===== src/rtl/ccr_pkg.sv =====
package ccr_pkg;

    localparam int ADDR_W   = 10;
    localparam int DATA_W   = 8;
    localparam int IO_AW    = 16;
    localparam int WIN_LOG2 = 5;
    localparam int NFUNC    = 2;
    localparam int FN_LAN   = 0;
    localparam int FN_MDM   = 1;

    localparam logic [ADDR_W-1:0] LAN_OFS = 10'h3C0;
    localparam logic [ADDR_W-1:0] MDM_OFS = 10'h3E0;

    // register slots inside a function's 32-byte attribute block
    localparam logic [4:0] SLOT_OPT  = 5'h00;
    localparam logic [4:0] SLOT_STAT = 5'h02;
    localparam logic [4:0] SLOT_BLO  = 5'h0A;
    localparam logic [4:0] SLOT_BHI  = 5'h0C;

    typedef enum logic [2:0] {
        SEL_NONE,
        SEL_OPT,
        SEL_STAT,
        SEL_BLO,
        SEL_BHI
    } reg_sel_e;

    typedef struct packed {
        logic srst;
        logic steer;
        logic irq_en;
        logic lim_en;
        logic fn_en;
    } opt_t;

    function automatic logic [ADDR_W-1:0] func_ofs(input int idx);
        return (idx == FN_LAN) ? LAN_OFS : MDM_OFS;
    endfunction

    function automatic reg_sel_e decode(input logic [ADDR_W-1:0] addr,
                                        input logic [ADDR_W-1:0] ofs);
        reg_sel_e s;
        s = SEL_NONE;
        if (addr[ADDR_W-1:5] == ofs[ADDR_W-1:5]) begin
            case (addr[4:0])
                SLOT_OPT:  s = SEL_OPT;
                SLOT_STAT: s = SEL_STAT;
                SLOT_BLO:  s = SEL_BLO;
                SLOT_BHI:  s = SEL_BHI;
                default:   s = SEL_NONE;
            endcase
        end
        return s;
    endfunction

endpackage


===== src/rtl/ccr_func.sv =====
module ccr_func
    import ccr_pkg::*;
#(
    parameter logic [ADDR_W-1:0] FUNC_OFS  = LAN_OFS,
    parameter bit                HAS_STEER = 1'b0
) (
    input  logic              clk,
    input  logic              rst,
    input  logic              wr,
    input  logic [ADDR_W-1:0] addr,
    input  logic [DATA_W-1:0] wdata,
    input  logic              irq_src,
    output logic [DATA_W-1:0] rdata,
    output opt_t              opt,
    output logic              pwr,
    output logic [IO_AW-1:0]  base
);

    reg_sel_e          sel;
    opt_t              opt_q;
    logic              pwr_q;
    logic [DATA_W-1:0] lo_q;
    logic [DATA_W-1:0] hi_q;
    logic              intr;
    logic              unused_wbits;

    assign sel          = decode(addr, FUNC_OFS);
    assign unused_wbits = ^wdata[6:4];

    always_ff @(posedge clk) begin
        if (rst) begin
            opt_q <= '0;
            pwr_q <= 1'b0;
            lo_q  <= '0;
            hi_q  <= '0;
        end else if (wr) begin
            case (sel)
                SEL_OPT: begin
                    if (wdata[7]) begin
                        opt_q      <= '0;
                        opt_q.srst <= 1'b1;
                        pwr_q      <= 1'b0;
                        lo_q       <= '0;
                        hi_q       <= '0;
                    end else begin
                        opt_q.srst   <= 1'b0;
                        opt_q.fn_en  <= wdata[0];
                        opt_q.lim_en <= wdata[1];
                        opt_q.irq_en <= wdata[2];
                        opt_q.steer  <= HAS_STEER ? wdata[3] : 1'b0;
                    end
                end
                SEL_STAT: if (!opt_q.srst) pwr_q <= wdata[2];
                SEL_BLO:  if (!opt_q.srst) lo_q  <= wdata;
                SEL_BHI:  if (!opt_q.srst) hi_q  <= wdata;
                default: ;
            endcase
        end
    end

    assign intr = irq_src & ~opt_q.srst;

    always_comb begin
        case (sel)
            SEL_OPT:  rdata = {opt_q.srst, 1'b1, 2'b00, opt_q.steer,
                               opt_q.irq_en, opt_q.lim_en, opt_q.fn_en};
            SEL_STAT: rdata = {5'b0, pwr_q, intr, 1'b0};
            SEL_BLO:  rdata = lo_q;
            SEL_BHI:  rdata = hi_q;
            default:  rdata = '0;
        endcase
    end

    assign opt  = opt_q;
    assign pwr  = pwr_q;
    assign base = IO_AW'({hi_q, lo_q});

    AST_SRST_HOLDS_CLEAR: assert property (@(posedge clk) disable iff (rst)
        opt_q.srst |-> (!pwr_q && lo_q == '0 && hi_q == '0 && !opt_q.fn_en))
        else $error("soft reset state not clear");

    AST_BASE_ONLY_ON_WRITE: assert property (@(posedge clk) disable iff (rst)
        !wr |=> $stable({hi_q, lo_q}))
        else $error("base moved without write");

endmodule


===== src/rtl/ccr_io_match.sv =====
module ccr_io_match
    import ccr_pkg::*;
(
    input  logic [IO_AW-1:0] io_addr,
    input  logic [IO_AW-1:0] base,
    input  logic             fn_en,
    input  logic             lim_en,
    output logic             pass
);

    localparam int TAG_W = IO_AW - WIN_LOG2;

    logic [TAG_W-1:0] addr_tag;
    logic [TAG_W-1:0] base_tag;
    logic             unused_low;

    assign addr_tag   = io_addr[IO_AW-1:WIN_LOG2];
    assign base_tag   = base[IO_AW-1:WIN_LOG2];
    assign unused_low = ^{io_addr[WIN_LOG2-1:0], base[WIN_LOG2-1:0]};
    assign pass       = fn_en & (~lim_en | (addr_tag == base_tag));

endmodule


===== src/rtl/ccr_dual_cfg.sv =====
module ccr_dual_cfg
    import ccr_pkg::*;
(
    input  logic              clk,
    input  logic              rst,
    input  logic              attr_wr,
    input  logic [ADDR_W-1:0] attr_addr,
    input  logic [DATA_W-1:0] attr_wdata,
    output logic [DATA_W-1:0] attr_rdata,
    input  logic [IO_AW-1:0]  io_addr,
    input  logic              strap_lan_pd_hi,
    input  logic              strap_mdm_pd_hi,
    input  logic              lan_irq_src,
    input  logic              mdm_irq_src,
    output logic              lan_srst,
    output logic              mdm_srst,
    output logic              lan_en,
    output logic              mdm_en,
    output logic              lan_pd_pin,
    output logic              mdm_pd_pin,
    output logic              lan_io_hit,
    output logic              mdm_io_hit,
    output logic              ireq_n,
    output logic              stschg_n
);

    opt_t              opt_a   [NFUNC];
    logic              pwr_a   [NFUNC];
    logic [IO_AW-1:0]  base_a  [NFUNC];
    logic [DATA_W-1:0] rdata_a [NFUNC];
    logic              src_a   [NFUNC];
    logic              strap_a [NFUNC];
    logic              pd_a    [NFUNC];
    logic              hit_a   [NFUNC];
    logic              req_a   [NFUNC];

    assign src_a[FN_LAN]   = lan_irq_src;
    assign src_a[FN_MDM]   = mdm_irq_src;
    assign strap_a[FN_LAN] = strap_lan_pd_hi;
    assign strap_a[FN_MDM] = strap_mdm_pd_hi;

    for (genvar i = 0; i < NFUNC; i++) begin : g_fn
        logic strap_q;

        ccr_func #(
            .FUNC_OFS  (func_ofs(i)),
            .HAS_STEER (i == FN_MDM)
        ) u_regs (
            .clk     (clk),
            .rst     (rst),
            .wr      (attr_wr),
            .addr    (attr_addr),
            .wdata   (attr_wdata),
            .irq_src (src_a[i]),
            .rdata   (rdata_a[i]),
            .opt     (opt_a[i]),
            .pwr     (pwr_a[i]),
            .base    (base_a[i])
        );

        ccr_io_match u_match (
            .io_addr (io_addr),
            .base    (base_a[i]),
            .fn_en   (opt_a[i].fn_en),
            .lim_en  (opt_a[i].lim_en),
            .pass    (hit_a[i])
        );

        // strap sampled only while reset is held
        always_ff @(posedge clk) begin
            if (rst) strap_q <= strap_a[i];
        end

        assign pd_a[i]  = strap_q ? pwr_a[i] : ~pwr_a[i];
        assign req_a[i] = opt_a[i].fn_en & opt_a[i].irq_en & src_a[i];
    end

    assign attr_rdata = rdata_a[FN_LAN] | rdata_a[FN_MDM];

    assign lan_srst   = opt_a[FN_LAN].srst;
    assign mdm_srst   = opt_a[FN_MDM].srst;
    assign lan_en     = opt_a[FN_LAN].fn_en;
    assign mdm_en     = opt_a[FN_MDM].fn_en;
    assign lan_pd_pin = pd_a[FN_LAN];
    assign mdm_pd_pin = pd_a[FN_MDM];
    assign lan_io_hit = hit_a[FN_LAN];
    assign mdm_io_hit = hit_a[FN_MDM];

    assign ireq_n   = ~(req_a[FN_LAN] | (req_a[FN_MDM] & ~opt_a[FN_MDM].steer));
    assign stschg_n = ~(req_a[FN_MDM] & opt_a[FN_MDM].steer);

    AST_LAN_HIT_NEEDS_EN: assert property (@(posedge clk) disable iff (rst)
        lan_io_hit |-> lan_en)
        else $error("disabled LAN claimed I/O");

    AST_MDM_HIT_NEEDS_EN: assert property (@(posedge clk) disable iff (rst)
        mdm_io_hit |-> mdm_en)
        else $error("disabled modem claimed I/O");

    AST_STSCHG_FROM_MODEM: assert property (@(posedge clk) disable iff (rst)
        !stschg_n |-> (mdm_irq_src && mdm_en))
        else $error("status-change without modem source");

    AST_LEVEL_HOLD: assert property (@(posedge clk) disable iff (rst)
        (lan_en && opt_a[FN_LAN].irq_en && lan_irq_src && !attr_wr)
        |=> (!lan_irq_src || !ireq_n))
        else $error("level request dropped while source held");

    AST_ODD_READ_ZERO: assert property (@(posedge clk) disable iff (rst)
        attr_addr[0] |-> (attr_rdata == '0))
        else $error("odd offset returned data");

    AST_PD_ONLY_ON_WRITE: assert property (@(posedge clk) disable iff (rst)
        !attr_wr |=> ($stable(lan_pd_pin) && $stable(mdm_pd_pin)))
        else $error("power-down pin moved without write");

endmodule


===== config.mk =====
export PLATFORM = sky130hd
export DESIGN_NAME = ccr_dual_cfg
export DESIGN_NICKNAME = d
export VERILOG_FILES = /design/src/rtl/ccr_pkg.sv /design/src/rtl/ccr_func.sv /design/src/rtl/ccr_io_match.sv /design/src/rtl/ccr_dual_cfg.sv
export SDC_FILE = /design/constraint.sdc
export NUM_CORES = 1
export LEC_CHECK = 0
export ABC_AREA = 1
export BUFFER_PORTS_ARGS = -buffer_cell sky130_fd_sc_hd__buf_4
export CAP_MARGIN = 20
export CORE_ASPECT_RATIO = 0.8
export CORE_MARGIN = 1
export CORE_UTILIZATION = 57
export CTS_BUF_LIST = sky130_fd_sc_hd__clkbuf_2
export CTS_CLUSTER_DIAMETER = 200
export DETAILED_ROUTE_END_ITERATION = 10
export HOLD_SLACK_MARGIN = 0.15
export PLACE_DENSITY = 0.83
export REMOVE_ABC_BUFFERS = 1
export SETUP_SLACK_MARGIN = 0.5
export SYNTH_ARGS = -nofsm -noshare
export SYNTH_HDL_FRONTEND = slang
export SYNTH_SLANG_ARGS = --single-unit

===== constraint.sdc =====
create_clock -name clk -period 1.5 [get_ports clk]
set_clock_uncertainty 0.1 [all_clocks]
set_input_delay 0.075 -clock clk [delete_from_list [all_inputs] [get_ports clk]]
set_output_delay 0.075 -clock clk [all_outputs]
set_load 0.02 [all_outputs]

==> tab_implementation.tex, run 1 <==
\begin{tabular}{lr}
\hline
Metric & Value \\
\hline
\multicolumn{2}{l}{\textbf{Run status}} \\
Status & stopped before the end \\
Halt Stage & global routing \\
Tool error & [ERROR DPL-0038] Utilization greater than 100\%, impossible to legalize \\
\multicolumn{2}{l}{\textbf{Die}} \\
Die Width & 80.7 um \\
Height of the die & 65 um \\
Number of standard-cell rows in the floorplan & 22 \\
Initial Utilization & 60.4\% \\
I/O pins & 59 \\
\multicolumn{2}{l}{\textbf{Timing}} \\
WEP type & top-level output \\
Endpoint with the least setup slack after the last repair & lan\_io\_hit \\
\multicolumn{2}{l}{\textbf{Placement}} \\
Quantity of I/O buffers inserted on ports & 53 \\
Post-DP Area & 0.00351 mm2 \\
Half-perimeter wire length after placement & 6450 um \\
Routability Congestion & 0.952 \\
\multicolumn{2}{l}{\textbf{Clock tree}} \\
Root buffer cell & clkbuf\_2 \\
Clock sink count & 45 \\
CTS Buffer Depth & 2 \\
Number of clock buffers inserted by TritonCTS & 5 \\
CTS H-tree depth & 2 \\
\multicolumn{2}{l}{\textbf{Logic synthesis}} \\
Mapped Cells & 455 \\
Synthesized area per cell & 6.21 um2 \\
Count of state elements after synthesis & 45 \\
Fraction of registers with async set or reset after synthesis & 0\% \\
Distinct cell type count of the synthesized netlist & 34 \\
Top cells by area in the synthesized netlist & dfxtp\_1, nand2\_1, nor2\_1 \\
Post-Synthesis Cell Area & 0.00283 mm2 \\
Part of the Yosys area used for sequential elements & 32.6\% \\
Most used flip-flop cell after synthesis & dfxtp\_1 \\
Cell type with the largest total area after synthesis & dfxtp\_1 \\
Most instantiated library cell after synthesis & nand2\_1 \\
Number of synthesized flops with an enable pin & 2 \\
YS warnings & 0 \\
Share of the synthesized area in the top cell type & 30.4\% \\
Synth cell count leaders & nand2\_1, nor2\_1, dfxtp\_1, inv\_1, nand3\_1 \\
\multicolumn{2}{l}{\textbf{GRT}} \\
Pin count of the biggest net entering global routing & 42 \\
\hline
\end{tabular}
==> logic make-up after synthesis <==
group           after synthesis  share of synthesized area [%]
compound gates               44                           8.89
simple gates                280                           41.7
flops                        45                           32.6
buf+inv                      62                           9.38
xor+xnor                     24                           7.43
==> through the flow <==
| stage | hold slack, ns | worst slack [ns] | utilization, % | cells | setup TNS, ns |
|---|---|---|---|---|---|
| 2_1_floorplan | 0.0441 | 0.0265 | - | 443 | 0 |
| 3_3_place_gp | 0.153 | -0.116 | 75.0 | 591 | -2.15 |
| 3_5_place_dp | 0.155 | -0.164 | 75.0 | 591 | -3.87 |
| 4_1_cts | -0.0387 | -0.381 | 91.8 | 637 | -1.26 |
==> timing repair <==
action,CTS
gates resized for setup,139
hold buffers,13
buffers inserted,22
cloned,3
setup endpoints to repair,56
hold endpoints to repair,47
pin swaps,49
==> inputs of run 2 (changes only) <==
--- a/config.mk
+++ b/config.mk
@@ -8,16 +8,11 @@
 export ABC_AREA = 1
 export BUFFER_PORTS_ARGS = -buffer_cell sky130_fd_sc_hd__buf_4
 export CAP_MARGIN = 20
-export CORE_ASPECT_RATIO = 0.8
 export CORE_MARGIN = 1
-export CORE_UTILIZATION = 57
-export CTS_BUF_LIST = sky130_fd_sc_hd__clkbuf_2
-export CTS_CLUSTER_DIAMETER = 200
+export CORE_UTILIZATION = 40
 export DETAILED_ROUTE_END_ITERATION = 10
-export HOLD_SLACK_MARGIN = 0.15
-export PLACE_DENSITY = 0.83
+export PLACE_DENSITY_LB_ADDON = 0.15
 export REMOVE_ABC_BUFFERS = 1
-export SETUP_SLACK_MARGIN = 0.5
 export SYNTH_ARGS = -nofsm -noshare
 export SYNTH_HDL_FRONTEND = slang
 export SYNTH_SLANG_ARGS = --single-unit
==> run 2 against run 1 <==
Effect of this change:
- the flow now finishes, with violations (negative setup slack)
- area after synthesis stayed put
- synthesized cell count unchanged
==> tab_implementation.tex, run 2 <==
\begin{tabular}{lr}
\hline
Metric & Value \\
\hline
\multicolumn{2}{l}{\textbf{Run status}} \\
Status & complete, but fails checks \\
Failing checks & negative setup slack \\
\multicolumn{2}{l}{\textbf{Die}} \\
Height of the die & 86.1 um \\
Die footprint & 0.00741 mm2 \\
Area of the placeable core & 0.00679 mm2 \\
Number of standard-cell rows in the floorplan & 30 \\
I/O pins & 59 \\
Initial Utilization & 41.6\% \\
Die Width & 86.1 um \\
\multicolumn{2}{l}{\textbf{Setup path}} \\
Critical path type & reg2out \\
R2R cell count & 7 \\
Required time of the worst setup path & 1.32 ns \\
Element type at the critical path end & output pin \\
Crit path arrival time & 1.64 ns \\
R2r setup slk & 0.13 ns \\
Max FO, Critical Path & 2 \\
CP startpoint kind & flip-flop \\
\multicolumn{2}{l}{\textbf{Placement}} \\
Quantity of I/O buffers inserted on ports & 53 \\
Routability Congestion & 0.930 \\
Half-perimeter wire length after placement & 6650 um \\
Placement Setup Slack & -0.187 ns \\
\multicolumn{2}{l}{\textbf{Timing}} \\
Setup TNS after final layout & -0.644 ns \\
Transition time of the tightest slew-check pin & 0.351 ns \\
Post-route setup slack & -0.318 ns \\
Worst max-slew margin expressed relative to the limit & 76.5\% \\
Final period util & 121\% \\
Number of pins exceeding their max-slew limit in the final report & 0 \\
Maximum clock frequency & 0.550 GHz \\
Count of final hold-check violations & 0 \\
Final period demand of the worst path & 1.82 ns \\
Final setup violation count & 4 \\
Setup repair after global routing missed its margin & true \\
\multicolumn{2}{l}{\textbf{Clock tree}} \\
Number of clock buffers inserted by TritonCTS & 5 \\
Root buffer cell & clkbuf\_8 \\
CTS Buffer Depth & 2 \\
CTS H-tree depth & 2 \\
Latest clock arrival within the worst-skew pair & 0.30 ns \\
TritonCTS clock tree & done \\
Clock sink count & 45 \\
Clock-pin slew of the registers on the worst-case setup and hold paths & 0.09 ns \\
\multicolumn{2}{l}{\textbf{Finish}} \\
Nets & 621 \\
Proportion of layout cells with a drive suffix above 1 & 38.7\% \\
Most frequent cells in the layout & nand2\_1, buf\_4, nor2\_1 \\
Number of diodes & 0 \\
Most common cell after layout, fill and taps aside & nand2\_1 \\
Layout overhead on the synthesized area & 57.8\% \\
Number of fill cells & 585 \\
\multicolumn{2}{l}{\textbf{Logic synthesis}} \\
Top cells by area in the synthesized netlist & dfxtp\_1, nand2\_1, nor2\_1 \\
Synthesized area per cell & 6.21 um2 \\
Part of the Yosys area used for sequential elements & 32.6\% \\
Most used flip-flop cell after synthesis & dfxtp\_1 \\
Number of synthesized flops with an enable pin & 2 \\
Mapped Cells & 455 \\
Fraction of registers with async set or reset after synthesis & 0\% \\
Count of state elements after synthesis & 45 \\
YS warnings & 0 \\
Distinct cell type count of the synthesized netlist & 34 \\
Synth cell count leaders & nand2\_1, nor2\_1, dfxtp\_1, inv\_1, nand3\_1 \\
Cell type with the largest total area after synthesis & dfxtp\_1 \\
Share of the synthesized area in the top cell type & 30.4\% \\
Post-Synthesis Cell Area & 0.00283 mm2 \\
Most instantiated library cell after synthesis & nand2\_1 \\
\multicolumn{2}{l}{\textbf{Power and ir drop}} \\
Cell internal pwr & 1.70 mW \\
Sequential fraction of design power & 51.5\% \\
Peak ir drop on the vdd network & 0.399 mV \\
Total leakage power & 2.12 nW \\
Cell area power density & 527 mW/mm2 \\
Switch Pwr & 650 uW \\
Part of the total power dissipated in the clock network & 33.5\% \\
Share of power burned in combinational logic & 15.1\% \\
Switching portion of total power & 27.6\% \\
\multicolumn{2}{l}{\textbf{Route}} \\
Drt first-iter violations & 206 \\
Count of nets left with antenna violations after detail routing & 0 \\
Average wire per standard cell & 15.2 um \\
Number of DRC violations after detailed routing & 0 \\
Detailed-routing iteration count for the pre-antenna-repair pass & 5 \\
DR vias/cell & 5.13 \\
Total routed wirelength & 10300 um \\
DR vias & 3476 \\
\multicolumn{2}{l}{\textbf{GRT}} \\
Overall routing resource usage & 25.0\% \\
Pin count of the biggest net entering global routing & 42 \\
Initial antenna violation count & 0 \\
Wire length of the first global-routing pass & 14300 um \\
Number of global-route vias before repair & 3020 \\
Overflow left after global routing & 0 \\
\multicolumn{2}{l}{\textbf{Min path}} \\
Path category of the worst min-delay check & in2reg \\
Cell depth of the worst min-delay path & 5 \\
\multicolumn{2}{l}{\textbf{Flow run}} \\
Reported max-cap violation count & 0 \\
\hline
\end{tabular}
-- run 2: cell counts after synthesis --
Identical to the previous run, type by type.
-- run 2: path summary, 6_finish.rpt --
path                                        startpoint                endpoint
worst max-delay path            g_fn[1].u_regs.hi_q[6]              mdm_io_hit
worst min-delay path                     attr_wdata[4]  g_fn[1].u_regs.hi_q[4]
worst max register to register   g_fn[1].u_regs.opt[4]  g_fn[1].u_regs.hi_q[5]
worst min register to register  g_fn[0].u_regs.lo_q[2]  g_fn[0].u_regs.lo_q[2]
-- run 2: metrics by stage --
stage | power [mW] | instance area [um2] | util [%] | hold WS (ns) | std cells
finish | 2.35 | 4460 | 65.7 | 0.00246 | 677
global route | 2.43 | 4460 | 65.7 | 0.0237 | 677
CTS | 2.32 | 4000 | 58.9 | 0.00310 | 653
detailed placement | 1.51 | 3610 | 53.1 | 0.156 | 632
global placement | 1.51 | 3610 | 53.1 | 0.154 | 632
floorplan | 1.35 | 2750 | - | 0.0441 | 443
-- run 2: repair_timing --
item | in CTS | in global routing
hold buffers | 5 | 0
endpoints found under the hold margin | 7 | 0
cloned | 0 | 1
setup buffers | 8 | 23
endpoints found under the setup margin | 10 | 19
gates resized for setup | 53 | 79
pin swaps | 21 | 36
-- run 2: cells by family after synthesis --
group | synth area share (%)
buffers and inverters | 9.38
AOI/OAI and AO/OA | 8.89
DFF | 32.6
xor gates and xnor gates | 7.43
and+or+nand+nor | 41.7
-- run 2: layout make-up --
class / count / area [um2] / area share [%]
tap: 96 / 120 / 2.69
sequential: 45 / 933 / 20.9
clock inverter: 3 / 21.3 / 0.477
timing repair buffer: 129 / 1130 / 25.3
clock buffer: 5 / 68.8 / 1.54
inverter: 50 / 208 / 4.66
multi-input combinational: 349 / 1980 / 44.4
-- run 2: worst max-delay path, stage by stage (launching register included) --
cell	delay [ns]
dfxtp_1	0.33
xor2_1	0.17
nor4_2	0.34
nand2_1	0.18
a21oi_2	0.16
buf_4	0.15
-- run 2: routing by layer --
layer / vias up / GRT usage [%] / share of wire [%]
met4: 0 / 7.73 / 2.9
met2: 156 / 43.3 / 48
met5: - / 0 / 0
met1: 1624 / 32.3 / 42
li1: 1669 / - / -
met3: 27 / 3.18 / 7.4
-- run 2: power groups by stage --
stage | clock network, mW | logic, mW | registers [mW]
2_1_floorplan | 0 | 0.113 | 1.24
3_3_place_gp | 0 | 0.271 | 1.24
3_5_place_dp | 0 | 0.273 | 1.24
4_1_cts | 0.802 | 0.311 | 1.21
5_1_grt | 0.842 | 0.379 | 1.21
6_report | 0.787 | 0.354 | 1.21
Power figures use the tool's default switching activity.
==> inputs of run 3 (changes only) <==
==> constraint.sdc (replaced) <==
create_clock -name clk -period 2.35 [get_ports clk]
set_clock_uncertainty 0.1 [all_clocks]
set_input_delay 0.1175 -clock clk [delete_from_list [all_inputs] [get_ports clk]]
set_output_delay 0.1175 -clock clk [all_outputs]
set_load 0.02 [all_outputs]
==> run 3 against run 2 <==
Effect of this change:
- the run now ends clean
- combinational power shrank 53%
- utilization shrank 15 points
- die area unchanged
- flip-flop and latch count is the same
- worst hold slack better by 0.0065 ns
- clock power down 27%
- sequential power down 36%
- power fell by 36%
==> tab_implementation.tex, run 3 (same netlist as run 2, synthesis figures left out) <==
\begin{tabular}{lr}
\hline
Metric & Value \\
\hline
\multicolumn{2}{l}{\textbf{Flow run}} \\
Reported max-cap violation count & 0 \\
\multicolumn{2}{l}{\textbf{Setup path}} \\
Max FO, Critical Path & 7 \\
R2r setup slk & 0.68 ns \\
Startpoint of the worst register-to-register path & g\_fn[0].u\_regs.opt[4] \\
Required time of the worst setup path & 2.13 ns \\
Endpoint of the worst-slack reg-to-reg timing path & g\_fn[0].u\_regs.lo\_q[3] \\
Element type at the critical path end & output pin \\
CP startpoint kind & input port \\
Critical path type & in2out \\
Crit path arrival time & 1.72 ns \\
Termination of the worst setup path & attr\_rdata[7] \\
Launch point of the worst path & attr\_addr[4] \\
R2R cell count & 7 \\
\multicolumn{2}{l}{\textbf{Clock tree}} \\
CTS H-tree depth & 2 \\
Number of clock buffers inserted by TritonCTS & 5 \\
Root buffer cell & clkbuf\_8 \\
Latest clock arrival within the worst-skew pair & 0.31 ns \\
Total of cells resized after clock tree synthesis & 0 \\
Clock sink count & 45 \\
TritonCTS clock tree & done \\
CTS Buffer Depth & 2 \\
Clock-pin slew of the registers on the worst-case setup and hold paths & 0.10 ns \\
\multicolumn{2}{l}{\textbf{Timing}} \\
Transition time of the tightest slew-check pin & 0.476 ns \\
Final period demand of the worst path & 1.94 ns \\
Setup repair after global routing missed its margin & false \\
Final-layout worst hold slack & 0.00896 ns \\
Maximum clock frequency & 0.515 GHz \\
Final period util & 82.6\% \\
Number of pins exceeding their max-slew limit in the final report & 0 \\
Setup TNS after final layout & 0 ns \\
Worst max-slew margin expressed relative to the limit & 68.2\% \\
Count of final hold-check violations & 0 \\
Final setup violation count & 0 \\
\multicolumn{2}{l}{\textbf{GRT}} \\
Global-route met1 utilization & 33.4\% \\
GR Layer Usage met3 & 3.18\% \\
GR Util met2 & 37.9\% \\
Pin count of the biggest net entering global routing & 40 \\
Initial antenna violation count & 0 \\
Number of global-route vias before repair & 2702 \\
Wire length of the first global-routing pass & 13500 um \\
Overall routing resource usage & 23.9\% \\
Grt peak-use layer & met2 \\
Overflow left after global routing & 0 \\
\multicolumn{2}{l}{\textbf{Route}} \\
Average wire per standard cell & 13.6 um \\
DR vias & 2973 \\
Count of nets left with antenna violations after detail routing & 0 \\
Number of DRC violations after detailed routing & 0 \\
DR vias/cell & 4.87 \\
Drt first-iter violations & 201 \\
Total routed wirelength & 8290 um \\
Detailed-routing iteration count for the pre-antenna-repair pass & 5 \\
\multicolumn{2}{l}{\textbf{Placement}} \\
Routability Congestion & 0.881 \\
Post-Place Cells & 598 \\
Half-perimeter wire length after placement & 6280 um \\
Quantity of I/O buffers inserted on ports & 53 \\
\multicolumn{2}{l}{\textbf{Die}} \\
Initial Utilization & 41.6\% \\
Number of standard-cell rows in the floorplan & 30 \\
Area of the placeable core & 0.00679 mm2 \\
Die Width & 86.1 um \\
Height of the die & 86.1 um \\
I/O pins & 59 \\
Die footprint & 0.00741 mm2 \\
\multicolumn{2}{l}{\textbf{Finish}} \\
Number of fill cells & 730 \\
Number of diodes & 0 \\
Post-route insts no fill & 610 \\
Most frequent cells in the layout & nand2\_1, nor2\_1, buf\_4 \\
Layout overhead on the synthesized area & 22.5\% \\
Proportion of layout cells with a drive suffix above 1 & 18.3\% \\
Nets & 554 \\
Area taken by flip-flops and latches & 921 um2 \\
Most common cell after layout, fill and taps aside & nand2\_1 \\
Total area of multi-input combinational cells & 0.00164 mm2 \\
\multicolumn{2}{l}{\textbf{Power and ir drop}} \\
Total leakage power & 1.61 nW \\
Power consumption & 1.52 mW \\
Peak ir drop on the vdd network & 0.206 mV \\
Cell area power density & 438 mW/mm2 \\
\multicolumn{2}{l}{\textbf{Min path}} \\
Path category of the worst min-delay check & in2reg \\
\multicolumn{2}{l}{\textbf{Run status}} \\
Status & finished clean \\
\hline
\end{tabular}
run 3: changes by cell type in the layout (fill, tap and decap cells not counted), sizes merged:
| cell | change |
|---|---|
| buf | -65 |
| clkbuf | +1 |
| clkinv | -1 |
| dlygate4sd3 | -1 |
| nor2 | -1 |
run 3: worst min-delay path by stage:
stage | startpoint | endpoint | slack [ns] | cells past startpoint
after floorplan | rst | g_fn[1].u_regs.opt[3] | 0.09 | 1
after global placement | strap_mdm_pd_hi | g_fn[1].strap_q | 0.20 | 1
after detailed placement | strap_mdm_pd_hi | g_fn[1].strap_q | 0.20 | 1
after CTS | attr_wdata[2] | g_fn[0].u_regs.pwr | 0.01 | 3
after global routing | attr_wdata[2] | g_fn[0].u_regs.pwr | 0.04 | 3
final | attr_wdata[2] | g_fn[0].u_regs.pwr | 0.009 | 3
run 3: cell type report:
type,count,area share [%]
multi-input cells,348,47.4
well taps,96,3.47
clock inverters,2,0.470
clock buffers,6,2.71
repair buffers,63,13.9
flip-flops and latches,45,26.6
inverters,50,5.42
run 3: per-layer routing:
metal  part of all wire (%)  wire length [um]  vias up
met3                    5.6               466       12
met5                      0                 0        -
met2                     44              3680       91
li1                       -                 -     1529
met4                    1.9               154        0
met1                     48              3980     1341
run 3: where the power goes:
group	leakage, nW	internal [mW]	switching (mW)
clock network	0.0525	0.276	0.300
logic	1.19	0.0738	0.0930
registers	0.366	0.771	0.00205
total	1.61	1.12	0.395
run 3: metrics by stage:
step,util [%],setup WS [ns],instance area [um2]
after floorplan,-,0.834,2750
after global placement,48.8,0.443,3310
after detailed placement,48.8,0.396,3310
after CTS,51.0,0.413,3460
after global routing,51.0,0.216,3460
final,51.0,0.409,3460
run 3: what timing repair did:
item                      CTS  global route
hold buffers                4             0
buffers inserted            0             0
hold endpoints to repair    6             0
run 3: critical path, stage by stage:
cell and delay [ns]:
buf_4 0.11, inv_1 0.10, nand2_1 0.09, nor2_2 0.20
nand2_1 0.13, inv_2 0.09, nand2_1 0.18, buf_4 0.24
o21ai_0 0.17, a21oi_1 0.06, nand2_1 0.10, buf_4 0.14
==> inputs of run 4 (changes only) <==
==> constraint.sdc (replaced) <==
create_clock -name clk -period 1.95 [get_ports clk]
set_clock_uncertainty 0.1 [all_clocks]
set_input_delay 0.0975 -clock clk [delete_from_list [all_inputs] [get_ports clk]]
set_output_delay 0.0975 -clock clk [all_outputs]
set_load 0.02 [all_outputs]
==> run 4 against run 3 <==
Effect of this change:
- critical path depth down 7
- setup slack lost 0.37 ns
- register-to-register slack worse by 0.21 ns
- cell count increased by 0.66%
- worst hold slack improved by 0.0073 ns
==> tab_implementation.tex, run 4 (same netlist as run 2, synthesis figures left out) <==
\begin{tabular}{lr}
\hline
Metric & Value \\
\hline
\multicolumn{2}{l}{\textbf{Min path}} \\
Cell depth of the worst min-delay path & 5 \\
Path category of the worst min-delay check & in2reg \\
Destination of the worst hold path & g\_fn[1].u\_regs.hi\_q[5] \\
Hold path start & attr\_wdata[5] \\
\multicolumn{2}{l}{\textbf{Flow run}} \\
Reported max-cap violation count & 0 \\
\multicolumn{2}{l}{\textbf{Setup path}} \\
Required time of the worst setup path & 1.75 ns \\
R2R cell count & 7 \\
Endpoint of the worst-slack reg-to-reg timing path & g\_fn[0].u\_regs.lo\_q[5] \\
Critical path type & reg2out \\
Crit path largest cell delay & 0.34 ns \\
Crit-path cells & xor2\_1 -> nor4\_1 -> nand3\_1 -> a21boi\_0 -> buf\_4 \\
Cell with the largest stage delay on the worst path & dfxtp\_1 \\
Max FO, Critical Path & 3 \\
R2r setup slk & 0.47 ns \\
Startpoint of the worst register-to-register path & g\_fn[0].u\_regs.opt[4] \\
CP startpoint kind & flip-flop \\
Crit path arrival time & 1.72 ns \\
Launch point of the worst path & g\_fn[0].u\_regs.hi\_q[3] \\
Element type at the critical path end & output pin \\
\multicolumn{2}{l}{\textbf{GRT}} \\
Pin count of the biggest net entering global routing & 42 \\
Overflow left after global routing & 0 \\
Number of global-route vias before repair & 2678 \\
Overall routing resource usage & 23.2\% \\
Initial antenna violation count & 0 \\
Wire length of the first global-routing pass & 13300 um \\
\multicolumn{2}{l}{\textbf{Timing}} \\
Setup TNS after final layout & 0 ns \\
Final-layout worst hold slack & 0.0162 ns \\
Number of pins exceeding their max-slew limit in the final report & 0 \\
Transition time of the tightest slew-check pin & 0.423 ns \\
Worst max-slew margin expressed relative to the limit & 71.8\% \\
Setup repair after global routing missed its margin & false \\
Post-route setup slack & 0.0372 ns \\
Count of final hold-check violations & 0 \\
Maximum clock frequency & 0.523 GHz \\
Final period util & 98.1\% \\
Final period demand of the worst path & 1.91 ns \\
Final setup violation count & 0 \\
\multicolumn{2}{l}{\textbf{Die}} \\
Die Width & 86.1 um \\
Initial Utilization & 41.6\% \\
Die footprint & 0.00741 mm2 \\
Area of the placeable core & 0.00679 mm2 \\
Number of standard-cell rows in the floorplan & 30 \\
Height of the die & 86.1 um \\
I/O pins & 59 \\
\multicolumn{2}{l}{\textbf{Finish}} \\
Layout overhead on the synthesized area & 23.3\% \\
Proportion of layout cells with a drive suffix above 1 & 18.7\% \\
Most frequent cells in the layout & nand2\_1, nor2\_1, buf\_4 \\
Most common cell after layout, fill and taps aside & nand2\_1 \\
Number of fill cells & 699 \\
Number of diodes & 0 \\
Nets & 558 \\
Final core utilization & 51.3\% \\
Post-route insts no fill & 614 \\
Area taken by flip-flops and latches & 921 um2 \\
Total area of multi-input combinational cells & 0.00165 mm2 \\
\multicolumn{2}{l}{\textbf{Clock tree}} \\
TritonCTS clock tree & done \\
Root buffer cell & clkbuf\_8 \\
Number of clock buffers inserted by TritonCTS & 5 \\
Latest clock arrival within the worst-skew pair & 0.31 ns \\
Clock sink count & 45 \\
Clock-pin slew of the registers on the worst-case setup and hold paths & 0.08 ns \\
CTS Buffer Depth & 2 \\
CTS H-tree depth & 2 \\
\multicolumn{2}{l}{\textbf{Route}} \\
Number of DRC violations after detailed routing & 0 \\
Drt first-iter violations & 157 \\
DR vias/cell & 4.73 \\
DR vias & 2905 \\
Average wire per standard cell & 13.3 um \\
Total routed wirelength & 8150 um \\
Count of nets left with antenna violations after detail routing & 0 \\
Detailed-routing iteration count for the pre-antenna-repair pass & 5 \\
\multicolumn{2}{l}{\textbf{Placement}} \\
Quantity of I/O buffers inserted on ports & 53 \\
Routability Congestion & 0.895 \\
Post-Place Cells & 601 \\
Placement Setup Slack & 0.167 ns \\
Half-perimeter wire length after placement & 6170 um \\
\multicolumn{2}{l}{\textbf{Power and ir drop}} \\
Total leakage power & 1.63 nW \\
Cell area power density & 492 mW/mm2 \\
Peak ir drop on the vdd network & 0.300 mV \\
\multicolumn{2}{l}{\textbf{Run status}} \\
Status & finished clean \\
\hline
\end{tabular}
## run 4: area by class of cell
type	instances	share of cell area, %
Clock inverter	2	0.287
Clock buffer	6	2.08
Tap cell	96	3.44
Multi-Input combinational cell	348	47.3
Sequential cell	45	26.4
Inverter	50	5.38
Timing Repair Buffer	67	15.1
## run 4: critical path: cells and delay by family, from the launching register on
kind                      cells  cell delay (ns)
and+or+nand+nor               2             0.48
DFF                           1             0.34
AOI/OAI and AO/OA             1             0.23
xor gates and xnor gates      1             0.18
buffers and inverters         1             0.18
## run 4: power breakdown
group | internal [mW] | leakage [nW] | switching (mW)
clock | 0.249 | 0.0450 | 0.331
combinational | 0.0914 | 1.22 | 0.113
sequential | 0.930 | 0.366 | 0.00259
## run 4: timing repair
item,in CTS,in global routing
resized for setup,0,1
hold endpoints to repair,7,0
setup endpoints to repair,0,1
hold buffers,5,0
buffers inserted,0,0
## run 4: through the flow
stage	total power, mW	instance area, um2
finish	1.72	3490
floorplan	1.04	2750
detailed placement	1.15	3350
global route	1.78	3490
CTS	1.73	3480
global placement	1.15	3350
## run 4: worst max-delay path by stage
stage	endpoint	slack, ns	cells past startpoint
after floorplan	lan_io_hit	0.45	4
after global placement	attr_rdata[1]	0.20	12
after detailed placement	g_fn[0].u_regs.hi_q[0]	0.17	10
after CTS	lan_io_hit	0.05	5
after global routing	lan_io_hit	0.008	5
final	lan_io_hit	0.04	5
## run 4: routing by layer
metal / track usage (%) / share of wire, % / vias to the layer above
met5: 0 / 0 / -
met2: 37.0 / 44 / 82
met1: 32.3 / 49 / 1270
met3: 3.85 / 5.6 / 12
met4: 6.36 / 1.6 / 0
li1: - / - / 1541
